$ cat src/rtl/gpio_irq_pkg.sv
package gpio_irq_pkg;

  localparam int WORD_W  = 32;
  localparam int ADDR_W  = 12;
  localparam int NUM_CLS = 8;

  typedef enum logic [3:0] {
    RC_NONE  = 4'd0,
    RC_RISE  = 4'd1,
    RC_FALL  = 4'd2,
    RC_MASK  = 4'd3,
    RC_STAT  = 4'd4,
    RC_TYPE  = 4'd5,
    RC_POL   = 4'd6,
    RC_WMASK = 4'd7,
    RC_WSTAT = 4'd8
  } reg_class_e;

  // byte offset of bank 0 for each class, in enum order starting at RC_RISE
  localparam int unsigned CLS_BASE [NUM_CLS] = '{
    32'h064, 32'h07C, 32'h0AC, 32'h0C4, 32'h300, 32'h318, 32'h400, 32'h418
  };

endpackage

$ cat src/rtl/gpio_irq_decode.sv
module gpio_irq_decode
  import gpio_irq_pkg::*;
#(
  parameter int NBANK  = 2,
  parameter int BIDX_W = 1
) (
  input  logic [ADDR_W-1:0] addr,
  output logic              hit,
  output reg_class_e        cls,
  output logic [BIDX_W-1:0] bank
);

  always_comb begin
    int unsigned word_idx;
    word_idx = 32'(addr) >> 2;
    hit  = 1'b0;
    cls  = RC_NONE;
    bank = '0;
    for (int c = 0; c < NUM_CLS; c++) begin
      if ((word_idx >= CLS_BASE[c] / 4) && (word_idx < CLS_BASE[c] / 4 + NBANK)) begin
        hit  = 1'b1;
        cls  = reg_class_e'(4'(c + 1));
        bank = BIDX_W'(word_idx - CLS_BASE[c] / 4);
      end
    end
  end

endmodule

$ cat src/rtl/gpio_irq_detect.sv
module gpio_irq_detect #(
  parameter int W = 32
) (
  input  logic         clk,
  input  logic         rst_n,
  input  logic [W-1:0] lvl,
  input  logic [W-1:0] rise_en,
  input  logic [W-1:0] fall_en,
  input  logic [W-1:0] lvl_mode,
  input  logic [W-1:0] act_low,
  output logic [W-1:0] evt
);

  logic [W-1:0] prev_q;

  always_ff @(posedge clk or negedge rst_n) begin
    if (!rst_n) prev_q <= '0;
    else        prev_q <= lvl;
  end

  for (genvar i = 0; i < W; i++) begin : g_pin
    logic edge_hit;
    logic level_hit;
    assign edge_hit  = (rise_en[i] & lvl[i] & ~prev_q[i]) |
                       (fall_en[i] & ~lvl[i] & prev_q[i]);
    assign level_hit = lvl[i] ^ act_low[i];
    assign evt[i]    = lvl_mode[i] ? level_hit : edge_hit;
  end

endmodule

$ cat src/rtl/gpio_irq_bank.sv
module gpio_irq_bank
  import gpio_irq_pkg::*;
#(
  parameter int W = WORD_W
) (
  input  logic         clk,
  input  logic         rst_n,
  input  logic         sel_wr,
  input  reg_class_e   wr_cls,
  input  logic [W-1:0] wr_data,
  input  logic [W-1:0] lvl,
  output logic [W-1:0] rise_q,
  output logic [W-1:0] fall_q,
  output logic [W-1:0] mask_q,
  output logic [W-1:0] type_q,
  output logic [W-1:0] pol_q,
  output logic [W-1:0] wmask_q,
  output logic [W-1:0] stat_q,
  output logic [W-1:0] wstat_q,
  output logic [W-1:0] evt,
  output logic [W-1:0] clr,
  output logic         irq_any,
  output logic         wake_any
);

  logic [W-1:0] wclr;

  gpio_irq_detect #(.W(W)) u_det (
    .clk      (clk),
    .rst_n    (rst_n),
    .lvl      (lvl),
    .rise_en  (rise_q),
    .fall_en  (fall_q),
    .lvl_mode (type_q),
    .act_low  (pol_q),
    .evt      (evt)
  );

  always_ff @(posedge clk or negedge rst_n) begin
    if (!rst_n) begin
      rise_q  <= '0;
      fall_q  <= '0;
      mask_q  <= '0;
      type_q  <= '0;
      pol_q   <= '0;
      wmask_q <= '0;
    end else if (sel_wr) begin
      unique case (wr_cls)
        RC_RISE:  rise_q  <= wr_data;
        RC_FALL:  fall_q  <= wr_data;
        RC_MASK:  mask_q  <= wr_data;
        RC_TYPE:  type_q  <= wr_data;
        RC_POL:   pol_q   <= wr_data;
        RC_WMASK: wmask_q <= wr_data;
        default:  ;
      endcase
    end
  end

  assign clr  = (sel_wr && wr_cls == RC_STAT)  ? wr_data : '0;
  assign wclr = (sel_wr && wr_cls == RC_WSTAT) ? wr_data : '0;

  always_ff @(posedge clk or negedge rst_n) begin
    if (!rst_n) begin
      stat_q  <= '0;
      wstat_q <= '0;
    end else begin
      stat_q  <= (stat_q  & ~clr)  | evt;
      wstat_q <= (wstat_q & ~wclr) | evt;
    end
  end

  assign irq_any  = |(stat_q & mask_q);
  assign wake_any = |(wstat_q & wmask_q);

endmodule

$ cat src/rtl/gpio_irq_unit.sv
module gpio_irq_unit
  import gpio_irq_pkg::*;
#(
  parameter int NBANK = 2
) (
  input  logic                    clk,
  input  logic                    rst_n,
  input  logic [NBANK*WORD_W-1:0] pin_lvl,
  input  logic                    wr_en,
  input  logic [ADDR_W-1:0]       wr_addr,
  input  logic [WORD_W-1:0]       wr_data,
  input  logic [ADDR_W-1:0]       rd_addr,
  output logic [WORD_W-1:0]       rd_data,
  output logic                    irq,
  output logic                    wake
);

  localparam int W      = WORD_W;
  localparam int NPIN   = NBANK * W;
  localparam int BIDX_W = (NBANK > 1) ? $clog2(NBANK) : 1;

  logic              wr_hit, rd_hit;
  reg_class_e        wr_cls, rd_cls;
  logic [BIDX_W-1:0] wr_bank, rd_bank;

  logic [W-1:0] rise_b  [NBANK];
  logic [W-1:0] fall_b  [NBANK];
  logic [W-1:0] mask_b  [NBANK];
  logic [W-1:0] type_b  [NBANK];
  logic [W-1:0] pol_b   [NBANK];
  logic [W-1:0] wmask_b [NBANK];
  logic [W-1:0] stat_b  [NBANK];
  logic [W-1:0] wstat_b [NBANK];

  logic [NBANK-1:0] irq_bank, wake_bank;
  logic [NPIN-1:0]  evt_all, clr_all, stat_all, wstat_all;

  gpio_irq_decode #(.NBANK(NBANK), .BIDX_W(BIDX_W)) u_wdec (
    .addr (wr_addr),
    .hit  (wr_hit),
    .cls  (wr_cls),
    .bank (wr_bank)
  );

  gpio_irq_decode #(.NBANK(NBANK), .BIDX_W(BIDX_W)) u_rdec (
    .addr (rd_addr),
    .hit  (rd_hit),
    .cls  (rd_cls),
    .bank (rd_bank)
  );

  for (genvar b = 0; b < NBANK; b++) begin : g_bank
    logic sel;
    assign sel = wr_en && wr_hit && (wr_bank == BIDX_W'(b));

    gpio_irq_bank #(.W(W)) u_bank (
      .clk      (clk),
      .rst_n    (rst_n),
      .sel_wr   (sel),
      .wr_cls   (wr_cls),
      .wr_data  (wr_data),
      .lvl      (pin_lvl[b*W +: W]),
      .rise_q   (rise_b[b]),
      .fall_q   (fall_b[b]),
      .mask_q   (mask_b[b]),
      .type_q   (type_b[b]),
      .pol_q    (pol_b[b]),
      .wmask_q  (wmask_b[b]),
      .stat_q   (stat_b[b]),
      .wstat_q  (wstat_b[b]),
      .evt      (evt_all[b*W +: W]),
      .clr      (clr_all[b*W +: W]),
      .irq_any  (irq_bank[b]),
      .wake_any (wake_bank[b])
    );

    assign stat_all[b*W +: W]  = stat_b[b];
    assign wstat_all[b*W +: W] = wstat_b[b];
  end

  assign irq  = |irq_bank;
  assign wake = |wake_bank;

  always_comb begin
    rd_data = '0;
    if (rd_hit) begin
      unique case (rd_cls)
        RC_RISE:  rd_data = rise_b[rd_bank];
        RC_FALL:  rd_data = fall_b[rd_bank];
        RC_MASK:  rd_data = mask_b[rd_bank];
        RC_STAT:  rd_data = stat_b[rd_bank];
        RC_TYPE:  rd_data = type_b[rd_bank];
        RC_POL:   rd_data = pol_b[rd_bank];
        RC_WMASK: rd_data = wmask_b[rd_bank];
        RC_WSTAT: rd_data = wstat_b[rd_bank];
        default:  rd_data = '0;
      endcase
    end
  end

endmodule

$ cat config.mk
export PLATFORM = sky130hd
export DESIGN_NAME = gpio_irq_unit
export DESIGN_NICKNAME = d
export VERILOG_FILES = /design/src/rtl/gpio_irq_pkg.sv /design/src/rtl/gpio_irq_decode.sv /design/src/rtl/gpio_irq_detect.sv /design/src/rtl/gpio_irq_bank.sv /design/src/rtl/gpio_irq_unit.sv
export SDC_FILE = /design/constraint.sdc
export NUM_CORES = 1
export LEC_CHECK = 0
export ABC_AREA = 1
export BUFFER_PORTS_ARGS = -buffer_cell sky130_fd_sc_hd__buf_2
export CORE_MARGIN = 5
export CORE_UTILIZATION = 59
export CTS_CLUSTER_DIAMETER = 40
export DETAILED_ROUTE_END_ITERATION = 10
export PLACE_DENSITY = 0.77
export SLEW_MARGIN = 20
export SYNTH_ARGS = -nofsm -noshare
export SYNTH_HDL_FRONTEND = slang
export SYNTH_SLANG_ARGS = --single-unit
$ cat constraint.sdc
create_clock -name clk -period 7.2 [get_ports clk]
set_input_delay 1.44 -clock clk [delete_from_list [all_inputs] [get_ports clk]]
set_output_delay 1.44 -clock clk [all_outputs]
set_load 0.01 [all_outputs]
==> results by stage, run 1 <==
Logic synthesis:
- The cell area that synthesis handed to floorplanning was 29800 sq um.
- The leading register cell type out of synthesis is sky130_fd_sc_hd__dfrtp_1.
- Counting flops with a built-in enable in the synthesized netlist gives 0.
- The number of nets in the synthesized netlist is 4136.
- The biggest area consumer among synthesized cells is sky130_fd_sc_hd__dfrtp_1.
- Yosys attributes the largest share of cell area to sky130_fd_sc_hd__dfrtp_1 (48%), sky130_fd_sc_hd__nand2_1 (17%), sky130_fd_sc_hd__o21ai_0 (8.6%).
- Of the synthesized area, sequential elements account for 48.4%.
- The yosys synthesis warning count is 0.
- The cell count after synthesis came out at 4013.
- sky130_fd_sc_hd__nand2_1 is the most common cell in the netlist.
- The number of distinct library cell variants in the gate-level netlist after synthesis is 39.
- The synthesized area per cell is 7.42 sq um.
- Ranked by instance count, the synthesized netlist is headed by sky130_fd_sc_hd__nand2_1 (1317), sky130_fd_sc_hd__dfrtp_1 (576), sky130_fd_sc_hd__o21ai_0 (512), sky130_fd_sc_hd__inv_1 (415), sky130_fd_sc_hd__nand3_1 (394).
- In the synthesized netlist the async set-or-reset flop fraction comes to 100%.
- The register bit count reported by yosys is 576.
- The synthesized design devotes to its leading area cell type 48.4% of total area.

Final layout:
- For this run, the share of the core covered by cells in the final layout is 67.6%.
- The count of nets after finishing is 4181.
- The area growth from synthesis to layout is 13.7%.
- The share of post-route cells with drive strength above 1 is 9.29%.
- The filler cells instantiated in the layout total 4230.
- The finished cells cover 33900 sq um.

Floorplan:
- The core region is 50100 sq um.
- 157 I/O pins were placed.
- Once the floorplan was initialized, standard cells occupied 59.5% of the core.
- The height of the die is 235 microns.
- The die covers 55100 sq um.
- The floorplan step set the die width to 235 microns.
- The cell row count is 82.

Timing:
- The max-slew violation count is 0.
- The portion of the clock cycle consumed by the worst path in the final layout is 88.8%.
- Setup repair after global routing left no endpoint under its margin.
- The setup clock skew after layout is 0.0236 ns.
- The relative slew slack is 28.3%.
- For the pin with the worst max-slew slack, the measured transition is 1.08 ns.
- The post-route setup TNS is 0 ns.
- The setup violation total in the final timing report is 0.
- The number of hold violations in the final report came to 0.
- Once routing completed, OpenROAD measured the worst setup slack at 0.805 ns.
- Derived from the worst setup path, the maximum achievable clock frequency is 156 MHz.
- The shortest period the worst path allows is 6.39 ns.

Placed design:
- The number of buffers inserted by port buffering is 152.
- The placement-stage worst setup slack is 0.958 ns.
- The HPWL after detailed placement is 58000 microns.
- At the end of routability-driven placement, the weighted congestion stood at 0.895.
- The total placed instance area is 30800 sq um.

Routing:
- Dividing the detail-routed wire length by the instance count gives 20.4 microns.
- The average via count per standard cell is 5.98.
- For this block, the via count after detailed routing is 28769.
- Summed over all layers, the routed wires come to 97900 microns.
- The total DRC errors in the routed layout is 0.
- The number of detailed-routing iterations run before antenna repair is 6.
- For this block, the initial DRC count from the detailed router was 3611.
- The detail route stage leaves a number of antenna-violating nets equal to 0.

Pwr:
- Across the VDD grid, the largest voltage drop is 244 uV.
- The total power divided by cell area is 235 nW/um^2.
- The total power after layout is 7.95 mW.
- For this design the static power due to leakage is 16.4 nW.

Clock network:
- The H-tree level count is 3.
- TritonCTS built the clock tree.
- The number of CTS-inserted buffers is 87.
- The number of gates resized after CTS was 0.
- Clock latency on the worst-skew pair, taken at its later pin, is 0.63 ns.
- The library cell used as clock root buffer is sky130_fd_sc_hd__clkbuf_16.
- The number of setup buffers added after CTS is 0.
- The register clock-pin slew on the reported worst setup and hold paths is 0.06 ns.
- The maximum clock path buffer count is 3.
- The hold-fix buffer count after cts is 0.
- Counting every sink on the clock net gives 576.

Setup path:
- The worst reg-to-reg path cell count is 3.
- The startpoint identified for the worst register-to-register timing path is g_bank[0].u_bank.u_det.prev_q[13].
- The capture instance of the worst register-to-register path is g_bank[0].u_bank.stat_q[13].
- The critical path capture point type is an output pin.
- The critical setup path kind is in2out.
- In this run the worst path has a maximum fanout of 74.
- The data arrival time at the worst-slack endpoint is 4.95 ns.
- The worst register-to-register path has a setup slack of 6.10 ns.
- The required arrival time at the worst endpoint is 5.76 ns.
- The critical path ends at rd_data[22].
- The startpoint kind of the worst setup timing path is a primary input.
- The most critical setup path has its startpoint at rd_addr[2].

Global routing:
- Summed over all layers, the global routing overflow is 0.
- The pin count of the biggest net entering global routing is 175.
- The initial antenna violation count was 9.
- The number of global-route vias before repair is 27217.
- Across every metal layer, demand over resource in global routing totals 34.8%.
- The global-route wire length before repair is 153000 microns.

Run:
- The number of max-cap violations is 0.

Hold path:
- The path class of the tightest hold or removal check is reg2reg.
- The worst hold path passes through 2 cells.

Status:
- The run finished with clean final reports.
[layout make-up]
type / count / area, sq um / share of cell area (%)
Antenna cell: 5 / 12.5 / 0.0370
Clock buffer: 104 / 2400 / 7.08
Clock inverter: 59 / 612 / 1.81
Inverter: 422 / 1580 / 4.68
Multi-Input combinational cell: 2781 / 12800 / 37.9
Sequential cell: 576 / 14400 / 42.6
Tap cell: 672 / 841 / 2.48
Timing Repair Buffer: 190 / 1160 / 3.41
[flip-flops by register name, summed over array words and instances, names as in the netlist]
signal,cells
g_bank.u_bank.fall_q,64
g_bank.u_bank.mask_q,64
g_bank.u_bank.pol_q,64
g_bank.u_bank.rise_q,64
g_bank.u_bank.stat_q,64
g_bank.u_bank.type_q,64
g_bank.u_bank.u_det.prev_q,64
g_bank.u_bank.wmask_q,64
g_bank.u_bank.wstat_q,64
[power by group]
group	total (mW)	switching (mW)	internal, mW
Clock	4.32	1.66	2.67
Combinational	0.328	0.253	0.0749
Sequential	3.30	0.0257	3.28
Total	7.95	1.93	6.02
[worst max-delay path: stages]
cell and delay, ns:
sky130_fd_sc_hd__buf_2 0.62, sky130_fd_sc_hd__inv_1 0.10, sky130_fd_sc_hd__buf_4 0.32, sky130_fd_sc_hd__nand2_1 0.15, sky130_fd_sc_hd__nand3b_1 0.13, sky130_fd_sc_hd__nor2_4 0.11, sky130_fd_sc_hd__nor2_1 0.05, sky130_fd_sc_hd__nand3_1 0.18
sky130_fd_sc_hd__nand2_8 0.34, sky130_fd_sc_hd__nand2_4 0.29, sky130_fd_sc_hd__buf_4 0.46, sky130_fd_sc_hd__nand2_1 0.10, sky130_fd_sc_hd__nand2_1 0.08, sky130_fd_sc_hd__nand2_1 0.05, sky130_fd_sc_hd__nand2_1 0.09, sky130_fd_sc_hd__inv_1 0.04
sky130_fd_sc_hd__nand3_1 0.17, sky130_fd_sc_hd__buf_2 0.17
[cell families after synthesis]
family | Yosys count | share of synthesized area [%]
compound gates | 828 | 15.1
simple gates | 1953 | 27.6
buf+inv | 656 | 8.86
flops | 576 | 48.4
[metrics by stage]
stage	instances	hold WS [ns]
2_1_floorplan	4013	0.441
3_3_place_gp	4641	0.454
3_5_place_dp	4641	0.458
4_1_cts	4804	0.472
5_1_grt	4808	0.480
6_report	4809	0.470
[cells in the final DEF (no fill, tap or decap), types with 8 or more instances in the layout]
master                       instances
sky130_fd_sc_hd__nor2_1            116
sky130_fd_sc_hd__o311ai_0           32
sky130_fd_sc_hd__a21oi_1           148
sky130_fd_sc_hd__nor2_4             10
sky130_fd_sc_hd__nand2_1          1314
sky130_fd_sc_hd__buf_12              8
sky130_fd_sc_hd__dfrtp_1           576
sky130_fd_sc_hd__clkinv_2           13
sky130_fd_sc_hd__nand4_1            56
sky130_fd_sc_hd__o211ai_1           31
sky130_fd_sc_hd__o22ai_1            12
sky130_fd_sc_hd__clkinvlp_4         14
sky130_fd_sc_hd__nand3b_1           32
sky130_fd_sc_hd__nor3_1              8
sky130_fd_sc_hd__inv_1             415
sky130_fd_sc_hd__a22o_1              8
sky130_fd_sc_hd__clkinv_4            8
sky130_fd_sc_hd__inv_6              14
sky130_fd_sc_hd__o21ai_0           512
sky130_fd_sc_hd__o21ai_1            47
sky130_fd_sc_hd__nand3_1           394
sky130_fd_sc_hd__buf_4              30
sky130_fd_sc_hd__nand2_4            11
sky130_fd_sc_hd__o21bai_1           16
sky130_fd_sc_hd__buf_2             151
sky130_fd_sc_hd__a221oi_1           12
sky130_fd_sc_hd__clkbuf_16          91
[metal layers]
layer  global-route usage, %  wire length (microns)  up-vias  share of wire (%)
li1                        -                      -    13218                  -
met1                    47.2                  38400    13512                 39
met2                    53.3                  43900     1649                 45
met3                    7.58                   9850      384                 10
met4                    17.3                   5690        6                5.8
met5                       0                     34        -              0.035
[how the worst min path moves through the flow]
stage	start	to	slack, ns
finish	g_bank[1].u_bank.wstat_q[23]	g_bank[1].u_bank.wstat_q[23]	0.47
global route	g_bank[1].u_bank.wstat_q[27]	g_bank[1].u_bank.wstat_q[27]	0.48
CTS	g_bank[1].u_bank.wstat_q[15]	g_bank[1].u_bank.wstat_q[15]	0.47
detailed placement	g_bank[1].u_bank.wstat_q[30]	g_bank[1].u_bank.wstat_q[30]	0.46
global placement	g_bank[1].u_bank.wstat_q[23]	g_bank[1].u_bank.wstat_q[23]	0.45
floorplan	g_bank[1].u_bank.wstat_q[31]	g_bank[1].u_bank.wstat_q[31]	0.44
Note: power is estimated with default switching activity, not from simulation.
==> inputs of run 2 (changes only) <==
BUFFER_PORTS_ARGS = default   (was -buffer_cell sky130_fd_sc_hd__buf_2)
DONT_BUFFER_PORTS = 1   (was default)
PLACE_DENSITY = 0.75   (was 0.77)
REMOVE_ABC_BUFFERS = 1   (was default)
==> results by stage, run 2 (same netlist as run 1, synthesis figures left out) <==
Floorplan:
- 157 I/O pins were placed.
- In this run the core area contains 82 standard-cell rows.
- The initial utilization of the core area, before any placement, comes to 59.5%.
- The height of the die is 235 microns.
- The core outline area is 50100 sq um.
- The width of the die is 235 microns.
- The floorplan step defined a die boundary enclosing 55100 sq um.

Setup path:
- Along the worst path, the maximum fanout reaches 86.
- The data arrival time at the worst-slack endpoint is 5.02 ns.
- The startpoint kind of the worst setup timing path is a primary input.
- STA classifies the critical path endpoint as an output pin.
- The critical setup path kind is in2out.
- The required arrival time at the worst endpoint is 5.76 ns.

Final layout:
- Relative to the synthesized area, the layout overhead comes to 11.4%.
- Once layout is done, the placed cells without fillers occupy 33200 sq um.
- Leaving out fill and tap cells, the most frequent cells in the layout are sky130_fd_sc_hd__nand2_1 (1314), sky130_fd_sc_hd__dfrtp_1 (576), sky130_fd_sc_hd__o21ai_0 (512).
- At the end of the flow the core is filled with cells to 66.3%.
- The count of fill cells added during filler insertion is 4297.
- The library cell used most frequently in the layout, excluding fill and tap cells, is sky130_fd_sc_hd__nand2_1.
- Cells with a size suffix above 1 make up 5.88% of the layout.
- The area of combinational cells with multiple inputs is 12800 sq um.
- The count of nets after finishing is 4030.
- The sequential cells in the finished layout cover a total of 14400 sq um.

Clock network:
- The clock reaches the later pin of the worst-skew pair after 0.63 ns.
- The clock tree synthesis step divided the H-tree into 3 levels.
- The maximum clock path buffer count is 3.
- The clock net sink count is 576.
- After clock tree synthesis, the repair step resized 0 gates.
- After clock tree synthesis, the flow added hold-fix buffers numbering 0.
- The library cell used as clock root buffer is sky130_fd_sc_hd__clkbuf_16.
- TritonCTS created 88 clock buffers.
- The CTS tree is built.
- Post-CTS timing repair inserted 0 buffers for setup.
- The register clock-pin slew on the reported worst setup and hold paths is 0.05 ns.

Timing:
- Between clock sinks in the finished design, the worst skew comes to 0.0217 ns.
- The slew at the pin with the worst max-slew slack is 1.88 ns.
- The max-slew violation count is 334.
- Setup total negative slack on the finished layout was measured at 0 ns.
- The relative slew slack is -25.2%.
- Setup repair after global routing left no endpoint under its margin.
- The final critical path takes up 89.7% of the cycle.
- Derived from the worst setup path, the maximum achievable clock frequency is 155 MHz.
- The number of hold violations in the final report was 0.
- The routed design could run at a clock period as short as 6.46 ns.
- The setup violation total in the final timing report is 0.

Routing:
- The number of routed nets with antenna violations is 0.
- The initial detailed-routing violation count is 3206.
- The number of detailed-routing iterations run before antenna repair is 8.
- The total DRC errors in the routed layout is 0.
- The routed design has 97500 microns of wire.
- After detailed routing, the average wire length per cell comes to 20.9 microns.
- The average via count per standard cell is 6.00.
- The routed layout has 27910 vias.

Pwr:
- VDD sags by at most 211 uV.
- Power spread over the standard cell area amounts to 242 nW/um^2.
- The total power after layout is 8.04 mW.
- In this run the static leakage power is 15.8 nW.

Global routing:
- After global routing the overflow that remains totals 0.
- The pin count of the biggest net entering global routing is 577.
- The total routing usage reported by global routing is 34.5%.
- The number of global-route vias before repair is 26560.
- The global-route wire length before repair is 151000 microns.
- The initial antenna violation count came to 1.

Placed design:
- During placement, the flow inserted port buffers numbering 0.
- The total placed instance area is 30000 sq um.
- The congestion estimate from routability-driven global placement came to 0.869.
- The post-detailed-placement half-perimeter wirelength is 55400 microns.

Status:
- The checks that failed: slew limit.
- The flow ran to the end, but the final reports show violations.

Run:
- The number of max-cap violations is 0.

Hold path:
- The class of the worst hold path is reg2reg.
run 2: worst paths after layout:
check	start	to	slack (ns)	cells past startpoint
max	rd_addr[7]	rd_data[0]	0.74	13
min	g_bank[1].u_bank.wstat_q[18]	g_bank[1].u_bank.wstat_q[18]	0.47	2
max reg2reg	g_bank[0].u_bank.u_det.prev_q[16]	g_bank[0].u_bank.wstat_q[16]	6.13	3
min reg2reg	g_bank[1].u_bank.wstat_q[18]	g_bank[1].u_bank.wstat_q[18]	0.47	2
max in group asynchronous	rst_n	g_bank[0].u_bank.pol_q[7]	5.17	0
min in group asynchronous	rst_n	g_bank[1].u_bank.u_det.prev_q[25]	0.52	0
run 2: worst max-delay path: stages:
cell                      delay (ns)
sky130_fd_sc_hd__inv_1          0.04
sky130_fd_sc_hd__nand2_1        0.08
sky130_fd_sc_hd__nor2_1         0.09
sky130_fd_sc_hd__nand3_1        0.22
sky130_fd_sc_hd__a22oi_1        0.19
sky130_fd_sc_hd__nand2_4        0.52
sky130_fd_sc_hd__buf_4          0.76
sky130_fd_sc_hd__buf_4          0.84
sky130_fd_sc_hd__nand3_1        0.19
sky130_fd_sc_hd__nand3_1        0.15
sky130_fd_sc_hd__o21ai_0        0.09
sky130_fd_sc_hd__nor2_1         0.13
sky130_fd_sc_hd__nand2_1        0.15
run 2: layer usage:
metal	global-route usage (%)	wire [microns]	vias to the layer above
li1	-	-	12891
met1	46.6	38300	13148
met2	53.1	43500	1552
met3	8.51	11000	319
met4	15.8	4740	0
met5	0	0	-
run 2: cell type report:
cell class                 count  share of cell area, %
antenna                        2                 0.0151
tap                          672                   2.53
sequential                   576                   43.4
clock inverter                59                   2.24
multi-input combinational   2781                   38.7
timing repair buffer          38                   1.07
clock buffer                 104                   7.28
inverter                     422                   4.77
run 2: metrics by stage:
step	cells	setup slack, ns	hold slack [ns]
after global placement	4488	0.981	0.454
final	4654	0.741	0.472
after CTS	4651	0.858	0.473
after floorplan	3779	-6.38	0.441
after detailed placement	4488	0.917	0.458
after global routing	4652	0.537	0.486
run 2: where the power goes:
| group | total [mW] | switching (mW) | internal [mW] |
|---|---|---|---|
| sequential | 3.31 | 0.0255 | 3.28 |
| clock | 4.56 | 1.66 | 2.90 |
| combinational | 0.173 | 0.128 | 0.0452 |
| total | 8.04 | 1.81 | 6.22 |
